[src/rtl/agu_pkg.sv]
package agu_pkg;
    localparam int ADDR_W    = 16;
    localparam int PTR_COUNT = 3;

    typedef enum logic [2:0] {
        M_DIRECT  = 3'd0,
        M_IND     = 3'd1,
        M_DISP    = 3'd2,
        M_PREDEC  = 3'd3,
        M_POSTINC = 3'd4
    } agu_mode_e;

    typedef enum logic [1:0] {
        P_X = 2'd0,
        P_Y = 2'd1,
        P_Z = 2'd2
    } ptr_id_e;

    localparam int RG_REG  = 0;
    localparam int RG_IO   = 1;
    localparam int RG_SRAM = 2;
    localparam int RG_EXT  = 3;

    typedef struct packed {
        logic [ADDR_W-1:0] addr;
        logic              wb;
        ptr_id_e           sel;
        logic [ADDR_W-1:0] nptr;
    } agu_calc_t;
endpackage

[src/rtl/agu_ptr_math.sv]
module agu_ptr_math
    import agu_pkg::*;
#(
    parameter int DISP_W = 6
) (
    input  logic [2:0]                  mode,
    input  logic [1:0]                  ptr_sel,
    input  logic [DISP_W-1:0]           disp,
    input  logic [ADDR_W-1:0]           dir_addr,
    input  logic [PTR_COUNT*ADDR_W-1:0] ptr_regs,
    output logic                        mode_ok,
    output agu_calc_t                   calc
);
    logic [ADDR_W-1:0] ptr_arr [4];
    ptr_id_e           sel_any;
    ptr_id_e           sel_disp;
    logic [ADDR_W-1:0] base;

    // Slot 3 mirrors Z so that every 2-bit index is defined.
    for (genvar g = 0; g < 4; g++) begin : g_ptr
        localparam int SLOT = (g < PTR_COUNT) ? g : PTR_COUNT - 1;
        assign ptr_arr[g] = ptr_regs[SLOT*ADDR_W +: ADDR_W];
    end

    assign mode_ok  = (mode <= M_POSTINC);
    assign sel_any  = ptr_sel[1] ? P_Z : (ptr_sel[0] ? P_Y : P_X);
    assign sel_disp = ptr_sel[1] ? P_Z : P_Y;
    assign base     = ptr_arr[sel_any];

    always_comb begin
        calc.addr = base;
        calc.wb   = 1'b0;
        calc.sel  = sel_any;
        calc.nptr = base;
        case (mode)
            M_DIRECT: calc.addr = dir_addr;
            M_DISP: begin
                calc.sel  = sel_disp;
                calc.nptr = ptr_arr[sel_disp];
                calc.addr = ptr_arr[sel_disp] + ADDR_W'(disp);
            end
            M_PREDEC: begin
                calc.wb   = 1'b1;
                calc.nptr = base - ADDR_W'(1);
                calc.addr = base - ADDR_W'(1);
            end
            M_POSTINC: begin
                calc.wb   = 1'b1;
                calc.nptr = base + ADDR_W'(1);
            end
            default: calc.addr = base;
        endcase
    end
endmodule

[src/rtl/agu_region_dec.sv]
module agu_region_dec
    import agu_pkg::*;
#(
    parameter int N_REGS     = 32,
    parameter int N_IO       = 64,
    parameter int SRAM_BYTES = 512,
    localparam int REG_IW    = $clog2(N_REGS),
    localparam int IO_IW     = $clog2(N_IO),
    localparam int SRAM_OW   = $clog2(SRAM_BYTES)
) (
    input  logic               en,
    input  logic [ADDR_W-1:0]  addr,
    output logic [3:0]         region,
    output logic [REG_IW-1:0]  reg_idx,
    output logic [IO_IW-1:0]   io_idx,
    output logic [SRAM_OW-1:0] sram_off
);
    localparam int IO_BASE   = N_REGS;
    localparam int SRAM_BASE = IO_BASE + N_IO;
    localparam int EXT_BASE  = SRAM_BASE + SRAM_BYTES;

    logic [3:0] hit;

    always_comb begin
        hit = '0;
        if (addr < ADDR_W'(IO_BASE))         hit[RG_REG]  = 1'b1;
        else if (addr < ADDR_W'(SRAM_BASE))  hit[RG_IO]   = 1'b1;
        else if (addr < ADDR_W'(EXT_BASE))   hit[RG_SRAM] = 1'b1;
        else                                 hit[RG_EXT]  = 1'b1;
    end

    assign region   = en ? hit : 4'b0000;
    assign reg_idx  = region[RG_REG]  ? REG_IW'(addr) : '0;
    assign io_idx   = region[RG_IO]   ? IO_IW'(addr - ADDR_W'(IO_BASE)) : '0;
    assign sram_off = region[RG_SRAM] ? SRAM_OW'(addr - ADDR_W'(SRAM_BASE)) : '0;
endmodule

[src/rtl/agu_ctrl.sv]
module agu_ctrl #(
    parameter int EXT_WAIT = 2,
    localparam int CW      = $clog2(EXT_WAIT + 1)
) (
    input  logic clk,
    input  logic rst_n,
    input  logic start,
    input  logic is_ext,
    output logic accept,
    output logic addr_valid,
    output logic ready
);
    typedef enum logic [1:0] {
        S_IDLE   = 2'd0,
        S_ACCESS = 2'd1,
        S_STALL  = 2'd2,
        S_FINISH = 2'd3
    } ctrl_state_e;

    ctrl_state_e state, nxt;
    logic [CW-1:0] cnt;

    always_comb begin
        nxt = state;
        unique case (state)
            S_IDLE:   if (start) nxt = S_ACCESS;
            S_ACCESS: begin
                if (!is_ext)           nxt = S_IDLE;
                else if (EXT_WAIT > 1) nxt = S_STALL;
                else                   nxt = S_FINISH;
            end
            S_STALL:  if (cnt == CW'(1)) nxt = S_FINISH;
            S_FINISH: nxt = S_IDLE;
            default:  nxt = S_IDLE;
        endcase
    end

    always_ff @(posedge clk or negedge rst_n) begin
        if (!rst_n) begin
            state <= S_IDLE;
            cnt   <= '0;
        end else begin
            state <= nxt;
            if (state == S_ACCESS)     cnt <= CW'(EXT_WAIT - 1);
            else if (state == S_STALL) cnt <= cnt - CW'(1);
        end
    end

    always_comb begin
        accept     = 1'b0;
        addr_valid = 1'b1;
        ready      = 1'b0;
        unique case (state)
            S_IDLE: begin
                addr_valid = 1'b0;
                accept     = start;
            end
            S_ACCESS: ready = !is_ext;
            S_STALL:  ready = 1'b0;
            S_FINISH: ready = 1'b1;
            default:  addr_valid = 1'b0;
        endcase
    end
endmodule

[src/rtl/dmem_agu.sv]
module dmem_agu
    import agu_pkg::*;
#(
    parameter int N_REGS     = 32,
    parameter int N_IO       = 64,
    parameter int SRAM_BYTES = 512,
    parameter int DISP_W     = 6,
    parameter int EXT_WAIT   = 2
) (
    input  logic                           clk,
    input  logic                           rst_n,
    input  logic                           req_valid,
    input  logic [2:0]                     mode,
    input  logic [1:0]                     ptr_sel,
    input  logic [DISP_W-1:0]              disp,
    input  logic [15:0]                    dir_addr,
    input  logic [47:0]                    ptr_regs,
    output logic [15:0]                    addr,
    output logic                           addr_valid,
    output logic                           ready,
    output logic [3:0]                     region,
    output logic [$clog2(N_REGS)-1:0]      reg_idx,
    output logic [$clog2(N_IO)-1:0]        io_idx,
    output logic [$clog2(SRAM_BYTES)-1:0]  sram_off,
    output logic                           wb_en,
    output logic [1:0]                     wb_sel,
    output logic [15:0]                    wb_ptr
);
    agu_calc_t calc, calc_q;
    logic      mode_ok;
    logic      accept;

    agu_ptr_math #(.DISP_W(DISP_W)) u_math (
        .mode     (mode),
        .ptr_sel  (ptr_sel),
        .disp     (disp),
        .dir_addr (dir_addr),
        .ptr_regs (ptr_regs),
        .mode_ok  (mode_ok),
        .calc     (calc)
    );

    always_ff @(posedge clk or negedge rst_n) begin
        if (!rst_n)      calc_q <= '0;
        else if (accept) calc_q <= calc;
    end

    agu_region_dec #(
        .N_REGS     (N_REGS),
        .N_IO       (N_IO),
        .SRAM_BYTES (SRAM_BYTES)
    ) u_dec (
        .en       (addr_valid),
        .addr     (calc_q.addr),
        .region   (region),
        .reg_idx  (reg_idx),
        .io_idx   (io_idx),
        .sram_off (sram_off)
    );

    agu_ctrl #(.EXT_WAIT(EXT_WAIT)) u_ctrl (
        .clk        (clk),
        .rst_n      (rst_n),
        .start      (req_valid && mode_ok),
        .is_ext     (region[RG_EXT]),
        .accept     (accept),
        .addr_valid (addr_valid),
        .ready      (ready)
    );

    assign addr   = calc_q.addr;
    assign wb_en  = ready && calc_q.wb;
    assign wb_sel = calc_q.sel;
    assign wb_ptr = calc_q.nptr;
endmodule

[config.mk]
export PLATFORM = sky130hd
export DESIGN_NAME = dmem_agu
export DESIGN_NICKNAME = d
export VERILOG_FILES = /design/src/rtl/agu_pkg.sv /design/src/rtl/agu_ptr_math.sv /design/src/rtl/agu_region_dec.sv /design/src/rtl/agu_ctrl.sv /design/src/rtl/dmem_agu.sv
export SDC_FILE = /design/constraint.sdc
export NUM_CORES = 1
export LEC_CHECK = 0
export BUFFER_PORTS_ARGS = -buffer_cell sky130_fd_sc_hd__buf_2
export CAP_MARGIN = 10
export CORE_MARGIN = 3
export CORE_UTILIZATION = 55
export CTS_CLUSTER_DIAMETER = 120
export DETAILED_ROUTE_END_ITERATION = 10
export PLACE_DENSITY = 0.85
export SYNTH_ARGS = -nofsm -noshare
export SYNTH_HDL_FRONTEND = slang
export SYNTH_SLANG_ARGS = --single-unit
[constraint.sdc]
create_clock -name clk -period 4.63 [get_ports clk]
set_input_delay 0.926 -clock clk [delete_from_list [all_inputs] [get_ports clk]]
set_output_delay 0.926 -clock clk [all_outputs]
set_load 0.005 [all_outputs]
==> flow_summary_export.csv, run 1 <==
group,metric,value,unit
power_and_ir_drop,powerDensity,373,nW/µm²
global_route,grt_max_degree,40,
final_layout,final_nets,770,
logic_synthesis,synth_flop_cell,"dfrtp_1",
die,die_x,95.5,µm
cts,clk_latency,0.29,ns
drt,first_iter_violations,480,
cts,clk_pin_slew,0.08,ns
setup_path,worstRegToRegCells,8,
logic_synthesis,synthArstFlopShare,100,%
drt,vias_per_cell,6.10,
final_layout,antenna_cells,0,
setup_path,path_class,"in -> reg",
sta,max_slew_margin,34.8,%
sta,period_needed,3.49,ns
cts,clock-root-buffer,"clkbuf_8",
drt,wirelength,13.8,mm
hold_path,min_to,"wb_sel[1]",
logic_synthesis,synth_nets,687,
logic_synthesis,yosys_warnings,0,
die,fp-row-count,31,
logic_synthesis,ys_seq_area_share,22.2,%
logic_synthesis,synth_cell_types,67,
sta,grt_setup_unrepaired,"no",
logic_synthesis,syn_inst,594,
setup_path,crit_required,4.82,ns
sta,finalMaxSlewViolations,0,
logic_synthesis,synth_seq_cells,39,
final_layout,drive_above_1_share,25.4,%
sta,max_freq,287,MHz
final_layout,final_cells,777,
logic_synthesis,synth_edf_count,0,
cts,cts_hold_buf,0,
place,placedCellCount,769,
cts,ctsResizeCount,0,
place,port_buffers,138,
sta,whs,0.481,ns
place,gp_congestion,0.954,
hold_path,min_path_type,"reg -> reg",
drt,wl_per_cell,17.7,µm
hold_path,hold_depth,2,
die,initial_core_util,58.5,%
sta,worstMarginPinSlew,0.971,ns
global_route,grt_pass1_wl,21.8,mm
hold_path,hp-start,"wb_sel[1]",
power_and_ir_drop,ir_drop,0.159,mV
die,fp.dieH,95.5,µm
sta,setup_viol,0,
setup_path,startpoint_type,"input pin",
logic_synthesis,synth_area_per_cell,7.41,µm²
logic_synthesis,synth_commonest_cells,"72 x nand2_1, 57 x nor2_1, 48 x o21ai_0",
logic_synthesis,syn_area,4400,µm²
drt,drcViolationCount,0,
sta,setup_tns,0,ns
run_status,outcome,"complete, no violations",
final_layout,multi_input_area,2950,µm²
logic_synthesis,netlist_top_cells_area,"dfrtp_1 22%, buf_4 6.5%, nand2_1 6.1%",
cts,cts_max_level,2,
setup_path,worst_setup_path_end_kind,"register",
global_route,grt_pass1_vias,4371,
die,die_area,9110,µm²
setup_path,path_max_fanout,20,
global_route,overflow,0,
place,place_hpwl,10.9,mm
cts,cts_buffer_depth,2,
die,ioPinCount,139,
final_layout,area_growth,12.7,%
sta,hold_viol_final,0,
global_route,grt.total_usage,30.3,%
cts,cts_setup_buffers,0,
sta,finalClockSkew,0.00783,ns
cts,cts_num_sinks,39,
cts,cts_buffers,5,
cts,cts_tree,"built",
logic_synthesis,yosysMostFrequentCell,"nand2_1",
final_layout,fill_cells,703,
power_and_ir_drop,p_leak,2.29,nW
logic_synthesis,synth.top_cell.area_share,22.2,%
setup_path,r2r_slack,2.22,ns
run,maxCapViolCount,0,
drt,drt_pre_antenna_iters,6,
global_route,antenna_found_initial,0,
drt,num_vias,4742,
drt,drtAntennaViolNets,0,
die,core,7520,µm²
final_layout,regArea,976,µm²
sta,finalCritPeriodShare,75.4,%
setup_path,worstReg2RegStart,"u_ctrl.state[0]",
setup_path,reg2reg_to,"addr[6]",
logic_synthesis,yosysTopAreaCell,"dfrtp_1",
setup_path,crit_arrival,3.68,ns
how the worst max path moves through the flow:
stage	startpoint	cells past startpoint	slack [ns]	to
detailed placement	ptr_sel[0]	9	0.75	wb_ptr[15]
floorplan	ptr_sel[1]	15	0.51	addr[11]
CTS	ptr_sel[0]	9	1.05	wb_ptr[8]
global route	addr[13]	7	0.92	reg_idx[3]
global placement	ptr_sel[0]	9	0.93	wb_ptr[15]
finish	ptr_sel[0]	10	1.14	wb_ptr[12]
area by class of cell:
cell class,count,share of cell area [%]
flip-flops and latches,39,19.7
clock buffers,5,1.39
repair buffers,144,14.8
clock inverters,3,0.883
inverters,17,1.29
multi-input cells,470,59.4
well taps,99,2.50
flip-flops by register name (all words and copies together) (netlist names), named ones only:
name	count
addr	16
calc_q	1
u_ctrl.cnt	2
u_ctrl.state	1
wb_ptr	16
wb_sel	2
metrics by stage:
stage	setup slack, ns	util [%]	cell area [µm²]	total power, mW
finish	1.14	65.9	4960	1.85
detailed placement	0.747	64.4	4850	1.56
global route	0.917	65.9	4960	2.00
floorplan	0.513	-	4400	1.37
global placement	0.930	64.4	4850	1.52
CTS	1.05	65.9	4960	1.85
power by group:
| group | internal (mW) | switching, mW | leakage, nW |
|---|---|---|---|
| clock network | 0.160 | 0.124 | 0.0581 |
| registers | 0.505 | 0.152 | 0.467 |
| logic | 0.395 | 0.513 | 1.77 |
| total | 1.06 | 0.789 | 2.29 |
critical path: stages:
cell and delay, ns:
buf_2 0.40, mux2i_1 0.26, o21a_1 0.20, ha_1 0.22, inv_1 0.11, or4_4 0.58, or4_1 0.54, xnor2_1 0.16
a32oi_1 0.18, o21ai_1 0.09
kinds of logic after synthesis:
group | after synthesis | synth area share [%]
AND/OR/NAND/NOR | 213 | 23.3
AO/OA/AOI/OAI | 182 | 25.8
buffers and inverters | 85 | 10.9
flip-flops | 39 | 22.2
XOR/XNOR | 34 | 6.77
multiplexers | 26 | 6.57
adder cells (fa/ha/maj) | 15 | 4.43
metal layers:
metal	GRT usage, %	routed length, µm	up-vias	part of all wire, %
met1	43.4	6110	2158	44
met5	0	0	-	0
met2	46.8	5900	289	43
met3	5.52	1490	30	11
met4	8.53	293	0	2.1
li1	-	-	2265	-
placed cells by master (no fill, tap or decap), types with 6 or more instances in the layout:
cell / n
a211oi_1: 8
o21ai_0: 47
mux2i_1: 21
buf_2: 138
nand3_1: 14
o22ai_1: 13
ha_1: 14
dfrtp_1: 39
nor3_1: 9
and2_1: 16
nor4_1: 8
buf_4: 6
o21ai_1: 14
a31oi_1: 9
and3_1: 9
o21a_1: 7
xor2_1: 10
a21o_1: 8
a21oi_1: 36
nand2_1: 72
nor2_1: 57
xnor2_1: 24
inv_1: 15
Note: power is estimated with default switching activity, not from simulation.
==> run 2: changes to the inputs <==
Settings changed: CORE_UTILIZATION 55 to 48, PLACE_DENSITY 0.85 to 0.79.
Clock period 4.63 ns to 3 ns, I/O delays scaled along.
==> run 2 against run 1 <==
  * Final cell count grew 7.1%
  * Die area grew 14%
  * Sequential share of layout area shrank 1.5 points
  * Largest cell class unchanged
==> flow_summary_export.csv, run 2 (synthesis gave the netlist of run 1 again) <==
group,metric,value,unit
place,gp_congestion,0.929,
power_and_ir_drop,ir_drop,0.213,mV
place,port_buffers,138,
setup_path,crit_required,2.40,ns
power_and_ir_drop,p_leak,2.53,nW
setup_path,path_max_fanout,8,
place,place_hpwl,11.7,mm
setup_path,startpoint_type,"register",
cts,clock-root-buffer,"clkbuf_8",
global_route,overflow,0,
cts,ctsResizeCount,0,
place,place_ws,0.0179,ns
final_layout,fill_cells,818,
global_route,grt_pass1_vias,4377,
sta,setup_slack,0.119,ns
die,die_area,10400,µm²
drt,drcViolationCount,0,
sta,worstMarginPinSlew,0.903,ns
power_and_ir_drop,power.total,2.94,mW
run_status,outcome,"complete, no violations",
power_and_ir_drop,powerDensity,548,nW/µm²
setup_path,worst_setup_path_end_kind,"output pin",
cts,cts_tree,"built",
sta,max_freq,347,MHz
global_route,antenna_found_initial,0,
place,placedCellCount,824,
run,maxCapViolCount,0,
die,ioPinCount,139,
die,fp-row-count,34,
cts,cts_num_sinks,39,
global_route,grt.total_usage,27.3,%
final_layout,regArea,976,µm²
drt,vias_per_cell,5.85,
final_layout,final_cell_mix,"138 x buf_2, 72 x nand2_1, 57 x nor2_1",
final_layout,final_util,61.0,%
setup_path,path_class,"reg -> out",
sta,finalCritPeriodShare,96.0,%
drt,wirelength,14.4,mm
cts,clk_pin_slew,0.09,ns
final_layout,area_growth,21.9,%
die,die_x,102,µm
final_layout,final_nets,816,
drt,drtAntennaViolNets,0,
final_layout,final_cells,832,
final_layout,stdcell_area,5370,µm²
final_layout,drive_above_1_share,30.7,%
sta,finalClockSkew,0.0108,ns
place,placedInstanceArea,5260,µm²
final_layout,final_common_cell,"buf_2",
drt,drt_pre_antenna_iters,5,
die,initial_core_util,50.0,%
drt,first_iter_violations,420,
drt,wl_per_cell,17.3,µm
cts,cts_hold_buf,0,
sta,period_needed,2.88,ns
final_layout,antenna_cells,0,
hold_path,min_path_type,"in -> async",
cts,cts_buffers,5,
die,core,8810,µm²
setup_path,r2r_slack,0.84,ns
die,fp.dieH,102,µm
sta,finalMaxSlewViolations,0,
drt,num_vias,4868,
cts,cts_buffer_depth,2,
setup_path,crit_arrival,2.28,ns
sta,grt_setup_unrepaired,"no",
cts,cts_setup_buffers,0,
global_route,grt_max_degree,40,
global_route,grt_pass1_wl,22.4,mm
cts,clk_latency,0.30,ns
final_layout,multi_input_area,2970,µm²
sta,hold_viol_final,0,
cts,cts_max_level,2,
sta,setup_viol,0,
sta,max_slew_margin,39.8,%
[run 2: changes by cell type in the layout (fill, tap and decap cells not counted)]
cell	before	now
a21oi_1	36	34
a21oi_2	0	2
buf_12	0	2
buf_4	6	50
o21ai_0	47	46
o21ai_4	0	1
o41ai_1	1	0
o41ai_2	0	1
[run 2: final timing paths]
kind | from | end | cells past startpoint
max in group asynchronous | rst_n | addr[0] | 1
hold reg to reg | wb_ptr[5] | wb_ptr[5] | 2
hold / removal | rst_n | wb_ptr[10] | 1
min in group clk | wb_ptr[5] | wb_ptr[5] | 2
setup reg to reg | u_ctrl.state[0] | addr[15] | 7
setup / recovery | addr[5] | sram_off[8] | 6
[run 2: where the power goes]
group	internal, mW	switching, mW
sequential	0.780	0.233
clock	0.248	0.206
combinational	0.668	0.804
total	1.70	1.24
[run 2: area by class of cell]
cell class	instances	share of cell area, %
sequential	39	18.2
timing repair buffer	190	20.6
clock inverter	3	0.816
tap	108	2.52
multi-input combinational	470	55.4
clock buffer	5	1.28
inverter	17	1.19
[run 2: per-layer routing]
metal  GRT usage [%]  vias up  part of all wire (%)
met4            6.13        0                   1.0
li1                -     2349                     -
met5               0        -                     0
met1            39.3     2217                    45
met2            42.7      289                    44
met3            4.82       13                    10
[run 2: per-stage QoR]
stage                     TNS [ns]  hold WS (ns)
after floorplan             -0.158         0.304
after global placement           0         0.464
after detailed placement         0         0.474
after CTS                        0         0.450
after global routing             0         0.482
final                            0         0.424
[run 2: worst max-delay path, cell delays in order (launching register included)]
cell,delay [ns]
dfrtp_1,0.49
a21o_1,0.23
or2_2,0.31
xor2_1,0.41
and2_1,0.22
a21boi_0,0.18
buf_2,0.14
==> run 3: changes to the inputs <==
Settings changed: CORE_UTILIZATION 48 to 25, PLACE_DENSITY 0.79 to default.
==> run 3 against run 2 <==
  * Fmax is 5.2% higher
  * Cell area grew 5.0%
  * Worst setup slack improved by 0.14 ns
  * First-iteration DRC count is 8.6% higher
  * Core utilization decreased by 28 points
  * Critical path type unchanged
  * Critical endpoint unchanged
  * Largest cell class unchanged
  * Largest power group unchanged
==> flow_summary_export.csv, run 3 (synthesis gave the netlist of run 1 again) <==
group,metric,value,unit
run_status,outcome,"complete, no violations",
drt,num_vias,4771,
final_layout,final_util,33.4,%
drt,first_iter_violations,456,
place,place_hpwl,13.0,mm
setup_path,startpoint_type,"register",
cts,cts_tree,"built",
power_and_ir_drop,p_leak,2.60,nW
final_layout,final_cell_mix,"138 x buf_2, 72 x nand2_1, 63 x buf_4",
sta,finalClockSkew,0.00999,ns
sta,finalCritPeriodShare,91.3,%
global_route,overflow,0,
final_layout,fill_cells,1823,
place,port_buffers,138,
die,initial_core_util,26.1,%
sta,grt_setup_unrepaired,"no",
drt,wl_per_cell,16.4,µm
sta,setup_viol,0,
power_and_ir_drop,ir_drop,0.342,mV
final_layout,final_nets,827,
setup_path,worstReg2RegStart,"u_ctrl.state[0]",
sta,max_slew_margin,42.3,%
cts,cts_max_level,2,
global_route,antenna_found_initial,0,
power_and_ir_drop,powerDensity,564,nW/µm²
die,die_area,19200,µm²
sta,worstMarginPinSlew,0.866,ns
final_layout,drive_above_1_share,32.0,%
cts,clock-root-buffer,"clkbuf_16",
sta,hold_viol_final,0,
die,fp.dieH,139,µm
global_route,grt_pass1_vias,4352,
place,placedCellCount,947,
cts,clk_pin_slew,0.06,ns
cts,clk_latency,0.28,ns
cts,cts_buffer_depth,2,
final_layout,antenna_cells,0,
final_layout,stdcell_area,5640,µm²
cts,cts_num_sinks,39,
global_route,grt.total_usage,15.7,%
final_layout,area_growth,28.1,%
run,maxCapViolCount,0,
final_layout,final_common_cell,"buf_2",
place,placedInstanceArea,5450,µm²
setup_path,crit_required,2.40,ns
setup_path,worstRegToRegCells,8,
drt,drtAntennaViolNets,0,
final_layout,multi_input_area,2990,µm²
global_route,grt_pass1_wl,24.7,mm
hold_path,min_path_type,"in -> async",
setup_path,worst_setup_path_end_kind,"output pin",
setup_path,path_max_fanout,8,
drt,drt_pre_antenna_iters,5,
power_and_ir_drop,power.total,3.18,mW
place,gp_congestion,0.953,
cts,cts_buffers,5,
sta,finalMaxSlewViolations,0,
setup_path,path_class,"reg -> out",
sta,period_needed,2.74,ns
setup_path,reg2reg_to,"addr[8]",
setup_path,crit_arrival,2.14,ns
final_layout,regArea,976,µm²
final_layout,final_cells,955,
die,ioPinCount,139,
sta,max_freq,365,MHz
die,die_x,139,µm
die,fp-row-count,47,
drt,drcViolationCount,0,
global_route,grt_max_degree,40,
die,core,16900,µm²
setup_path,r2r_slack,0.73,ns
drt,wirelength,15.7,mm
drt,vias_per_cell,5.00,
-- run 3: cell types whose count changed in the layout (fill, tap and decap cells not counted), moves of 2 or more --
cell       before  now
clkbuf_8        5    0
clkbuf_16       0    5
buf_4          50   63
buf_12          2    0
-- run 3: area by class of cell --
class,instances,area share (%)
repair buffers,201,20.6
well taps,220,4.88
multi-input cells,470,53.0
flip-flops and latches,39,17.3
inverters,17,1.13
clock buffers,5,2.22
clock inverters,3,0.821
-- run 3: worst max-delay path by stage --
stage          startpoint           to  slack [ns]
2_1_floorplan  ptr_sel[1]     addr[11]       -0.08
3_3_place_gp   ptr_sel[1]   wb_ptr[15]        0.02
3_5_place_dp   ptr_sel[0]   wb_ptr[12]      -0.005
4_1_cts           addr[5]  sram_off[8]        0.18
5_1_grt        ptr_sel[1]   wb_ptr[13]        0.04
6_report          addr[5]  sram_off[8]        0.26
-- run 3: routing by layer --
layer  vias to the layer above  global-route usage, %  share of wire (%)
li1                       2375                      -                  -
met5                         -                      0                  0
met3                        18                   1.69                7.5
met1                      2126                   25.3                 52
met2                       252                   21.8                 39
met4                         0                   3.96                1.8
-- run 3: stage by stage --
stage          setup TNS [ns]  hold slack [ns]  setup WS [ns]
2_1_floorplan          -0.158            0.304        -0.0809
3_3_place_gp                0            0.456         0.0187
3_5_place_dp         -0.00518            0.470       -0.00518
4_1_cts                     0            0.462          0.176
5_1_grt                     0            0.506         0.0397
6_report                    0            0.430          0.261
-- run 3: power by group --
group	internal, mW	total (mW)	switching [mW]
registers	0.780	1.04	0.259
logic	0.688	1.52	0.836
clock network	0.395	0.614	0.219
-- run 3: what timing repair did --
| item | CTS | global route |
|---|---|---|
| setup endpoints to repair | 0 | 6 |
| endpoints found under the hold margin | 0 | 0 |
| gates resized for setup | 0 | 2 |
| buffers inserted | 0 | 0 |
| hold buffers | 0 | 0 |
-- run 3: worst max-delay path, stage by stage (launching register included) --
cell and delay (ns):
dfrtp_1 0.51, a21o_1 0.24, or2_2 0.32, xor2_2 0.26
and2_1 0.20, a21boi_0 0.19, buf_2 0.14
